### config.mk
export PLATFORM = sky130hd
export DESIGN_NAME = mcyc_strobe_gen
export DESIGN_NICKNAME = d
export VERILOG_FILES = /design/src/rtl/mcyc_pkg.sv /design/src/rtl/mcyc_tseq.sv /design/src/rtl/mcyc_strobe_dec.sv /design/src/rtl/mcyc_rfsh_ctr.sv /design/src/rtl/mcyc_strobe_gen.sv
export SDC_FILE = /design/constraint.sdc
export NUM_CORES = 1
export LEC_CHECK = 0
export BUFFER_PORTS_ARGS = -buffer_cell sky130_fd_sc_hd__buf_2
export CORE_MARGIN = 4
export CORE_UTILIZATION = 34
export CTS_BUF_LIST = sky130_fd_sc_hd__clkbuf_4
export CTS_CLUSTER_SIZE = 10
export DETAILED_ROUTE_END_ITERATION = 16
export PLACE_DENSITY = 0.68
export RECOVER_POWER = 100
export SKIP_LAST_GASP = 1
export SLEW_MARGIN = 20
export SYNTH_ARGS = -nofsm -noshare
export SYNTH_HDL_FRONTEND = slang
export SYNTH_SLANG_ARGS = --single-unit
### constraint.sdc
create_clock -name clk -period 2.37 [get_ports clk]
set_input_delay 0.474 -clock clk [delete_from_list [all_inputs] [get_ports clk]]
set_output_delay 0.474 -clock clk [all_outputs]
set_load 0.01 [all_outputs]
### src/rtl/mcyc_pkg.sv
package mcyc_pkg;
    typedef enum logic [2:0] {
        CY_FETCH = 3'd0,
        CY_MRD   = 3'd1,
        CY_MWR   = 3'd2,
        CY_IORD  = 3'd3,
        CY_IOWR  = 3'd4,
        CY_INTA  = 3'd5,
        CY_RFSH  = 3'd6,
        CY_NONE  = 3'd7
    } cyc_type_e;

    typedef enum logic [2:0] {
        TS_IDLE = 3'd0,
        TS_T1A  = 3'd1,
        TS_T1B  = 3'd2,
        TS_T2A  = 3'd3,
        TS_T2B  = 3'd4,
        TS_T3A  = 3'd5,
        TS_T3B  = 3'd6
    } tstate_e;

    typedef struct packed {
        logic m1_n;
        logic mreq_n;
        logic iorq_n;
        logic rd_n;
        logic wr_n;
        logic rfsh_n;
    } strobes_t;

    localparam strobes_t STROBES_IDLE = '{m1_n: 1'b1, mreq_n: 1'b1, iorq_n: 1'b1,
                                          rd_n: 1'b1, wr_n: 1'b1, rfsh_n: 1'b1};

    function automatic logic is_read_kind(cyc_type_e t);
        return (t == CY_FETCH) || (t == CY_MRD) || (t == CY_IORD) || (t == CY_INTA);
    endfunction

    function automatic logic is_write_kind(cyc_type_e t);
        return (t == CY_MWR) || (t == CY_IOWR);
    endfunction
endpackage

### src/rtl/mcyc_tseq.sv
module mcyc_tseq
    import mcyc_pkg::*;
(
    input  logic      clk,
    input  logic      rst_n,
    input  logic      req_valid,
    input  cyc_type_e req_type,
    output tstate_e   state,
    output logic      ready,
    output logic      accept
);
    tstate_e state_q;
    tstate_e state_d;

    assign ready  = (state_q == TS_IDLE) || (state_q == TS_T3B);
    assign accept = ready && req_valid && (req_type != CY_NONE);
    assign state  = state_q;

    always_comb begin
        state_d = state_q;
        unique case (state_q)
            TS_IDLE: state_d = accept ? TS_T1A : TS_IDLE;
            TS_T1A:  state_d = TS_T1B;
            TS_T1B:  state_d = TS_T2A;
            TS_T2A:  state_d = TS_T2B;
            TS_T2B:  state_d = TS_T3A;
            TS_T3A:  state_d = TS_T3B;
            TS_T3B:  state_d = accept ? TS_T1A : TS_IDLE;
            default: state_d = TS_IDLE;
        endcase
    end

    always_ff @(posedge clk or negedge rst_n) begin
        if (!rst_n) state_q <= TS_IDLE;
        else        state_q <= state_d;
    end
endmodule

### src/rtl/mcyc_strobe_dec.sv
module mcyc_strobe_dec
    import mcyc_pkg::*;
(
    input  tstate_e   state,
    input  cyc_type_e kind,
    output strobes_t  strobes,
    output logic      data_oe,
    output logic      tri_oe,
    output logic      capture
);
    logic in_cycle;
    logic mid_on;
    logic wr_on;

    always_comb begin
        in_cycle = 1'b0;
        mid_on   = 1'b0;
        wr_on    = 1'b0;
        unique case (state)
            TS_IDLE: begin end
            TS_T1A:  in_cycle = 1'b1;
            TS_T1B:  begin in_cycle = 1'b1; mid_on = 1'b1; end
            TS_T2A, TS_T2B, TS_T3A, TS_T3B: begin
                in_cycle = 1'b1; mid_on = 1'b1; wr_on = 1'b1;
            end
            default: begin end
        endcase
    end

    always_comb begin
        strobes = STROBES_IDLE;
        data_oe = 1'b0;
        tri_oe  = in_cycle;
        capture = (state == TS_T3A) && is_read_kind(kind);
        if (in_cycle) begin
            unique case (kind)
                CY_FETCH: begin
                    strobes.m1_n   = 1'b0;
                    strobes.mreq_n = !mid_on;
                    strobes.rd_n   = !mid_on;
                end
                CY_MRD: begin
                    strobes.mreq_n = !mid_on;
                    strobes.rd_n   = !mid_on;
                end
                CY_MWR: begin
                    strobes.mreq_n = !mid_on;
                    strobes.wr_n   = !wr_on;
                    data_oe        = wr_on;
                end
                CY_IORD: begin
                    strobes.iorq_n = !mid_on;
                    strobes.rd_n   = !mid_on;
                end
                CY_IOWR: begin
                    strobes.iorq_n = !mid_on;
                    strobes.wr_n   = !wr_on;
                    data_oe        = wr_on;
                end
                CY_INTA: begin
                    strobes.m1_n   = 1'b0;
                    strobes.iorq_n = !mid_on;
                end
                CY_RFSH: begin
                    strobes.rfsh_n = 1'b0;
                    strobes.mreq_n = !mid_on;
                end
                default: begin end
            endcase
        end
    end
endmodule

### src/rtl/mcyc_rfsh_ctr.sv
module mcyc_rfsh_ctr #(
    parameter int RW = 8
) (
    input  logic          clk,
    input  logic          rst_n,
    input  logic          step,
    output logic [RW-1:0] count
);
    localparam logic [RW-1:0] ONE = RW'(1);

    always_ff @(posedge clk or negedge rst_n) begin
        if (!rst_n)    count <= '0;
        else if (step) count <= count + ONE;
    end
endmodule

### src/rtl/mcyc_strobe_gen.sv
module mcyc_strobe_gen
    import mcyc_pkg::*;
#(
    parameter int AW = 16,
    parameter int DW = 8,
    parameter int RW = 8
) (
    input  logic          clk,
    input  logic          rst_n,
    input  logic          req_valid,
    input  logic [2:0]    req_type,
    input  logic [AW-1:0] req_addr,
    input  logic [DW-1:0] req_wdata,
    output logic          req_ready,
    output logic [AW-1:0] bus_addr,
    output logic [DW-1:0] bus_dout,
    output logic          bus_doe,
    input  logic [DW-1:0] bus_din,
    output logic          tri_oe,
    output logic          m1_n,
    output logic          mreq_n,
    output logic          iorq_n,
    output logic          rd_n,
    output logic          wr_n,
    output logic          rfsh_n,
    output logic [DW-1:0] rd_data,
    output logic          rd_valid
);
    localparam int UPW = (AW > RW) ? AW - RW : 1;

    tstate_e       state;
    logic          accept;
    cyc_type_e     kind_q;
    logic [AW-1:0] addr_q;
    logic [DW-1:0] wdata_q;
    logic [RW-1:0] rcount;
    strobes_t      strobes;
    logic          capture;
    logic          rfsh_step;

    mcyc_tseq u_tseq (
        .clk       (clk),
        .rst_n     (rst_n),
        .req_valid (req_valid),
        .req_type  (cyc_type_e'(req_type)),
        .state     (state),
        .ready     (req_ready),
        .accept    (accept)
    );

    always_ff @(posedge clk or negedge rst_n) begin
        if (!rst_n) begin
            kind_q  <= CY_NONE;
            addr_q  <= '0;
            wdata_q <= '0;
        end else if (accept) begin
            kind_q  <= cyc_type_e'(req_type);
            addr_q  <= req_addr;
            wdata_q <= req_wdata;
        end
    end

    mcyc_strobe_dec u_dec (
        .state   (state),
        .kind    (kind_q),
        .strobes (strobes),
        .data_oe (bus_doe),
        .tri_oe  (tri_oe),
        .capture (capture)
    );

    assign rfsh_step = (state == TS_T3B) && (kind_q == CY_RFSH);

    mcyc_rfsh_ctr #(.RW(RW)) u_rctr (
        .clk   (clk),
        .rst_n (rst_n),
        .step  (rfsh_step),
        .count (rcount)
    );

    generate
        if (AW > RW) begin : g_split
            logic [UPW-1:0] upper;
            assign upper    = addr_q[AW-1:RW];
            assign bus_addr = (kind_q == CY_RFSH) ? {upper, rcount} : addr_q;
        end else begin : g_whole
            assign bus_addr = (kind_q == CY_RFSH) ? rcount[AW-1:0] : addr_q;
        end
    endgenerate

    always_ff @(posedge clk or negedge rst_n) begin
        if (!rst_n) begin
            rd_data  <= '0;
            rd_valid <= 1'b0;
        end else begin
            rd_valid <= capture;
            if (capture) rd_data <= bus_din;
        end
    end

    assign bus_dout = wdata_q;
    assign m1_n     = strobes.m1_n;
    assign mreq_n   = strobes.mreq_n;
    assign iorq_n   = strobes.iorq_n;
    assign rd_n     = strobes.rd_n;
    assign wr_n     = strobes.wr_n;
    assign rfsh_n   = strobes.rfsh_n;
endmodule

# [Word-level counts from Yosys, hierarchy flattened]
# Cells that the tools add are included.
[op_classes] n_eq_ne=13 muxes=15 add_sub_neg=1 reduce_logical=21
[ops] cell="3-bit == test (second input constant)" count=6
[ops] cell="3-bit one-hot mux with 6 select lines" count=1
[ops] cell="3-bit by 2-bit == test with 1-bit output (second input constant)" count=4
[ops] cell="1-bit 2-to-1 mux" count=12
[ops] cell="8-bit by 1-bit adder with 8-bit output (second input constant)" count=1
[ops] cell="8-bit 2-to-1 mux" count=1
[ops] cell="4-bit OR reduction" count=2
[ops] cell="3-bit by 1-bit == test with 1-bit output (second input constant)" count=2
[ops] cell="3-bit logical NOT" count=2
[ops] cell="6-bit 2-to-1 mux" count=1
[ops] cell="2-bit OR reduction" count=3
[ops] cell="3-bit OR reduction" count=2
[ops] cell="6-bit OR reduction" count=1
[ops] cell="5-bit OR reduction" count=1
[ops] cell="1-bit logical AND" count=4
[ops] cell="1-bit logical OR" count=4
[ops] cell="3-bit inequality test (second input constant)" count=1
[ops] cell="1-bit logical NOT" count=2
[word_totals] output_inout_bits=42 register_bits=47 in_bits=38 word_cells=57

# [Longest topological paths before layout]
[depth] depth_word=6 depth_mapped=6 depth_no_buf=5

# [Hierarchy]
# A second synthesis with hierarchy kept.
[unflattened] hier_cells=156 area_unflattened_um2=2253.4
[modules_own_cells] module="mcyc_strobe_gen" cells_each=94 n_inst=1 seq_area_each_um2=904.6 area_per_inst_um2=1609.0
[modules_own_cells] module="mcyc_rfsh_ctr" cells_each=26 n_inst=1 seq_area_each_um2=200.2 area_per_inst_um2=337.8
[modules_own_cells] module="mcyc_tseq" cells_each=14 n_inst=1 seq_area_each_um2=75.1 area_per_inst_um2=170.2
[modules_own_cells] module="mcyc_strobe_dec" cells_each=22 n_inst=1 seq_area_each_um2=0.0 area_per_inst_um2=136.4

# [Worst setup path after synthesis]
# No wires, ideal clock.
[synth_path] path_kind="reg-to-reg" start="register kind_q[0]" end="register rd_data[0]" setup_time_ps=125 required_time_ps=2245 t_arrival_ps=1759 slack_ps=486 period_less_slack_ps=1884 path_stages_with_launch=5 path_cell_list="dfstp_2 inv_2 maj3_2 nor4b_4 mux2_2"
[synth_via] elab_chain_cells=5 elab_cells_between_ends=8
[synth_lines] element="start, declared" line_no="mcyc_strobe_gen.sv:33" text="cyc_type_e kind_q;"
[synth_lines] element="start signal, assigned" line_no="mcyc_strobe_gen.sv:57" text="kind_q <= cyc_type_e'(req_type);"
[synth_lines] element="3-bit by 1-bit == test with 1-bit output / 3-bit logical NOT (equally long branches)" line_no="mcyc_pkg.sv:36" text="return (t == CY_FETCH) || (t == CY_MRD) || (t == CY_IORD) || (t == CY_INTA);"
[synth_lines] element="1-bit logical OR (2 in series)" line_no="mcyc_pkg.sv:36"
[synth_lines] element="1-bit logical OR (*)" line_no="mcyc_pkg.sv:36"
[synth_lines] element="1-bit logical AND (*)" line_no="mcyc_strobe_dec.sv:34" text="capture = (state == TS_T3A) && is_read_kind(kind);"
[synth_lines] element="via capture" line_no="mcyc_strobe_gen.sv:38" text="logic capture;"
[synth_lines] element="end signal, assigned" line_no="mcyc_strobe_gen.sv:97" text="if (capture) rd_data <= bus_din;"
[synth_lines] element="end, declared" line_no="mcyc_strobe_gen.sv:26" text="output logic [DW-1:0] rd_data,"
# The timed path passes the listed nets; every way through them passes the cells marked *.
# A chain may end at the register's enable or synchronous reset.

# [Final worst setup path]
[layout_path] start="register kind_q[0]" end="output port bus_addr[4]"
[layout_via] elab_chain_cells=2
[layout_lines] element="3-bit == test" line_no="mcyc_strobe_gen.sv:85" text="assign bus_addr = (kind_q == CY_RFSH) ? {upper, rcount} : addr_q;"
[layout_lines] element="8-bit 2-to-1 mux" line_no="mcyc_strobe_gen.sv:85"
[layout_lines] element="end, declared" line_no="mcyc_strobe_gen.sv:15" text="output logic [AW-1:0] bus_addr,"
# Every way passes these cells.

==> impl_metrics.env <==
export IMPL_status="completed"
export IMPL_yosysUniqueCellTypes=29
export IMPL_grt_pass1_vias=1467
export IMPL_fin_crit_ps=2240
export IMPL_rsz0062_at_grt="no"
export IMPL_hp_class="input port to flip-flop"
export IMPL_grt_max_degree=27
export IMPL_drive_above_1_share=0.410
export IMPL_relSlewSlack=0.0415
export IMPL_fp_coreArea_sq_um=6030
export IMPL_antenna_left=0
export IMPL_io_buffers=79
export IMPL_post_dp_hpwl_um=3230
export IMPL_synth_area_per_cell_sq_um=13.0
export IMPL_min_from="req_addr[14]"
export IMPL_drt_iter0_markers=100
export IMPL_setup_viol=0
export IMPL_synthToLayoutAreaGrowth_pct=20.3
export IMPL_drcViolationCount=0
export IMPL_cts_max_path_buffers=2
export IMPL_place_inst=309
export IMPL_yosys_warnings=0
export IMPL_fmax_mhz=446
export IMPL_cts_sinks=47
export IMPL_finalWeightedCongestion=0.837
export IMPL_yosysTopAreaCellShare=0.510
export IMPL_synth_area_sq_um=2160
export IMPL_ioPinCount=80
export IMPL_clock_latency_ps=350
export IMPL_cp_arrival_ps=1770
export IMPL_syn_nets=205
export IMPL_pwr_density_cell_nw_per_um2=1290
export IMPL_startpoint="kind_q[0]"
export IMPL_path_class="flip-flop to primary output"
export IMPL_antenna_found_initial=0
export IMPL_maxCapViolCount=0
export IMPL_gr_usage_all_layers=0.115
export IMPL_htreeDepth=2
export IMPL_start_util=0.358
export IMPL_cts_root_buf="clkbuf_4"
export IMPL_whs_ps=335
export IMPL_ir_drop_uv=501
export IMPL_drt_vias_per_instance=4.63
export IMPL_ys_seq_area_frac=0.546
export IMPL_final_area_sq_um=2600
export IMPL_worst_pin_slew_ps=1440
export IMPL_cts_made_buffers=5
export IMPL_rows=28
export IMPL_clkTransAtPathRegs_ps=150
export IMPL_worstSetupEndpointType="primary output"
export IMPL_final_common_cell="dfrtp_1"
export IMPL_synthTopCellsByArea="dfrtp_1 (51%), mux2_2 (21%), dfstp_2 (3.7%), buf_4 (3.5%), xnor2_1 (2.8%)"
export IMPL_vias=1478
export IMPL_fin_skew_ps=11.6
export IMPL_multi_input_area_sq_um=851
export IMPL_cp_max_fo=12
export IMPL_slew_violations=0
export IMPL_chipWidth_um=87.7
export IMPL_min_period_over_period=0.945
export IMPL_regArea_sq_um=1180
export IMPL_fin_setup_tns_ps=0
export IMPL_final_cells=319
export IMPL_dpl_cell_area_sq_um=2590
export IMPL_synth_cells=166
export IMPL_power_leakage_uw=0.00114
export IMPL_die_area_sq_um=7690
export IMPL_reg2reg_from="kind_q[0]"
export IMPL_fillers=621
export IMPL_diodes=0
export IMPL_grt_ovfl_total=0
export IMPL_die_h_um=87.7
export IMPL_layout_common_cells="dfrtp_1 (44), mux2_2 (41), buf_2 (38), clkbuf_1 (38), nor2_1 (9)"
export IMPL_yosysTopAreaCell="dfrtp_1"
export IMPL_ys_ff_latch=47
export IMPL_nets=282
export IMPL_cp_start_kind="flip-flop"
export IMPL_wire_per_inst_um=13.4
export IMPL_hold_violations=0
export IMPL_required_ps=1900
export IMPL_cts_tree="yes"
export IMPL_grt_pass1_wl_um=6950
export IMPL_wirelength_um=4270
export IMPL_firstDrtPassIters=4
## power by group
| group | leakage (uW) | internal [uW] | switching (uW) |
|---|---|---|---|
| Clock | 0.0000288 | 114 | 257 |
| Sequential | 0.000570 | 1170 | 263 |
| Combinational | 0.000544 | 793 | 759 |
## worst max-delay path, cell delays in order (launching register included)
cell and delay (ps):
dfstp_2 610, nand3b_1 120, buf_4 200, mux2_2 360
clkbuf_2 130
## per-layer routing
| layer | track usage | wire (um) | part of all wire |
|---|---|---|---|
| met1 | 0.140 | 1770 | 0.41 |
| met2 | 0.190 | 2140 | 0.50 |
| met3 | 0.0433 | 333 | 0.078 |
| met4 | 0.0335 | 23 | 0.0054 |
| met5 | 0 | 0 | 0 |
## flip-flops by register name, indices dropped and copies added (netlist names)
| signal | flops |
|---|---|
| bus_dout | 8 |
| u_tseq.state | 3 |
| rd_data | 8 |
| u_rctr.count | 8 |
| addr_q | 16 |
| rd_valid | 1 |
| kind_q | 3 |
## cells by family (layout without fill, tap and decap cells)
kind of cell | count (synthesis) | in the layout | synth area share
AOI/OAI and AO/OA | 9 | 9 | 0.0336
adders and majority gates | 2 | 2 | 0.0110
muxes | 43 | 43 | 0.223
xor gates and xnor gates | 11 | 11 | 0.0446
and+or+nand+nor | 35 | 35 | 0.0892
DFF | 47 | 47 | 0.546
buffers and inverters | 19 | 97 | 0.0521
## path summary, 6_finish.rpt
path,endpoint,slack [ps],cells after the start
worst max-delay path,bus_addr[4],130,4
worst min-delay path,addr_q[14],330,2
worst max register to register,rd_data[0],230,4
worst min register to register,u_rctr.count[7],470,1
max in group asynchronous,addr_q[4],700,2
min in group asynchronous,addr_q[8],430,1
## repair_timing
item                       in CTS  in global routing
buffers inserted                0                  2
hold endpoints to repair        0                  0
hold buffers                    0                  0
gates resized for setup         0                  0
setup endpoints to repair       0                  1
## synth_stat cells (all sizes together)
cell,number
xnor2,7
o22a,2
mux2i,2
o21ai,2
maj3,1
a21oi,3
or3,2
nor2,9
nand2,8
a31oi,1
or4,1
dfrtp,44
nor2b,1
nand4,3
nand2b,2
inv,4
dfstp,3
a31o,1
nand3b,3
clkbuf,2
nor4b,1
buf,13
mux2,41
nor3,4
nand3,1
xor2,4
ha,1
## layout make-up
| cell class | instances | area share |
|---|---|---|
| well taps | 75 | 0.0361 |
| flip-flops and latches | 47 | 0.454 |
| multi-input cells | 100 | 0.328 |
| clock buffers | 5 | 0.0145 |
| clock inverters | 3 | 0.00771 |
| inverters | 4 | 0.00578 |
| repair buffers | 85 | 0.154 |
## through the flow
step	utilization	total power, uW	setup WS (ps)
3_3_place_gp	0.430	3060	355
6_report	0.431	3360	129
2_1_floorplan	-	2600	486
3_5_place_dp	0.430	3110	311
4_1_cts	0.440	3490	94.3
5_1_grt	0.431	3640	16.5
Note: power is estimated with default switching activity, not from simulation.
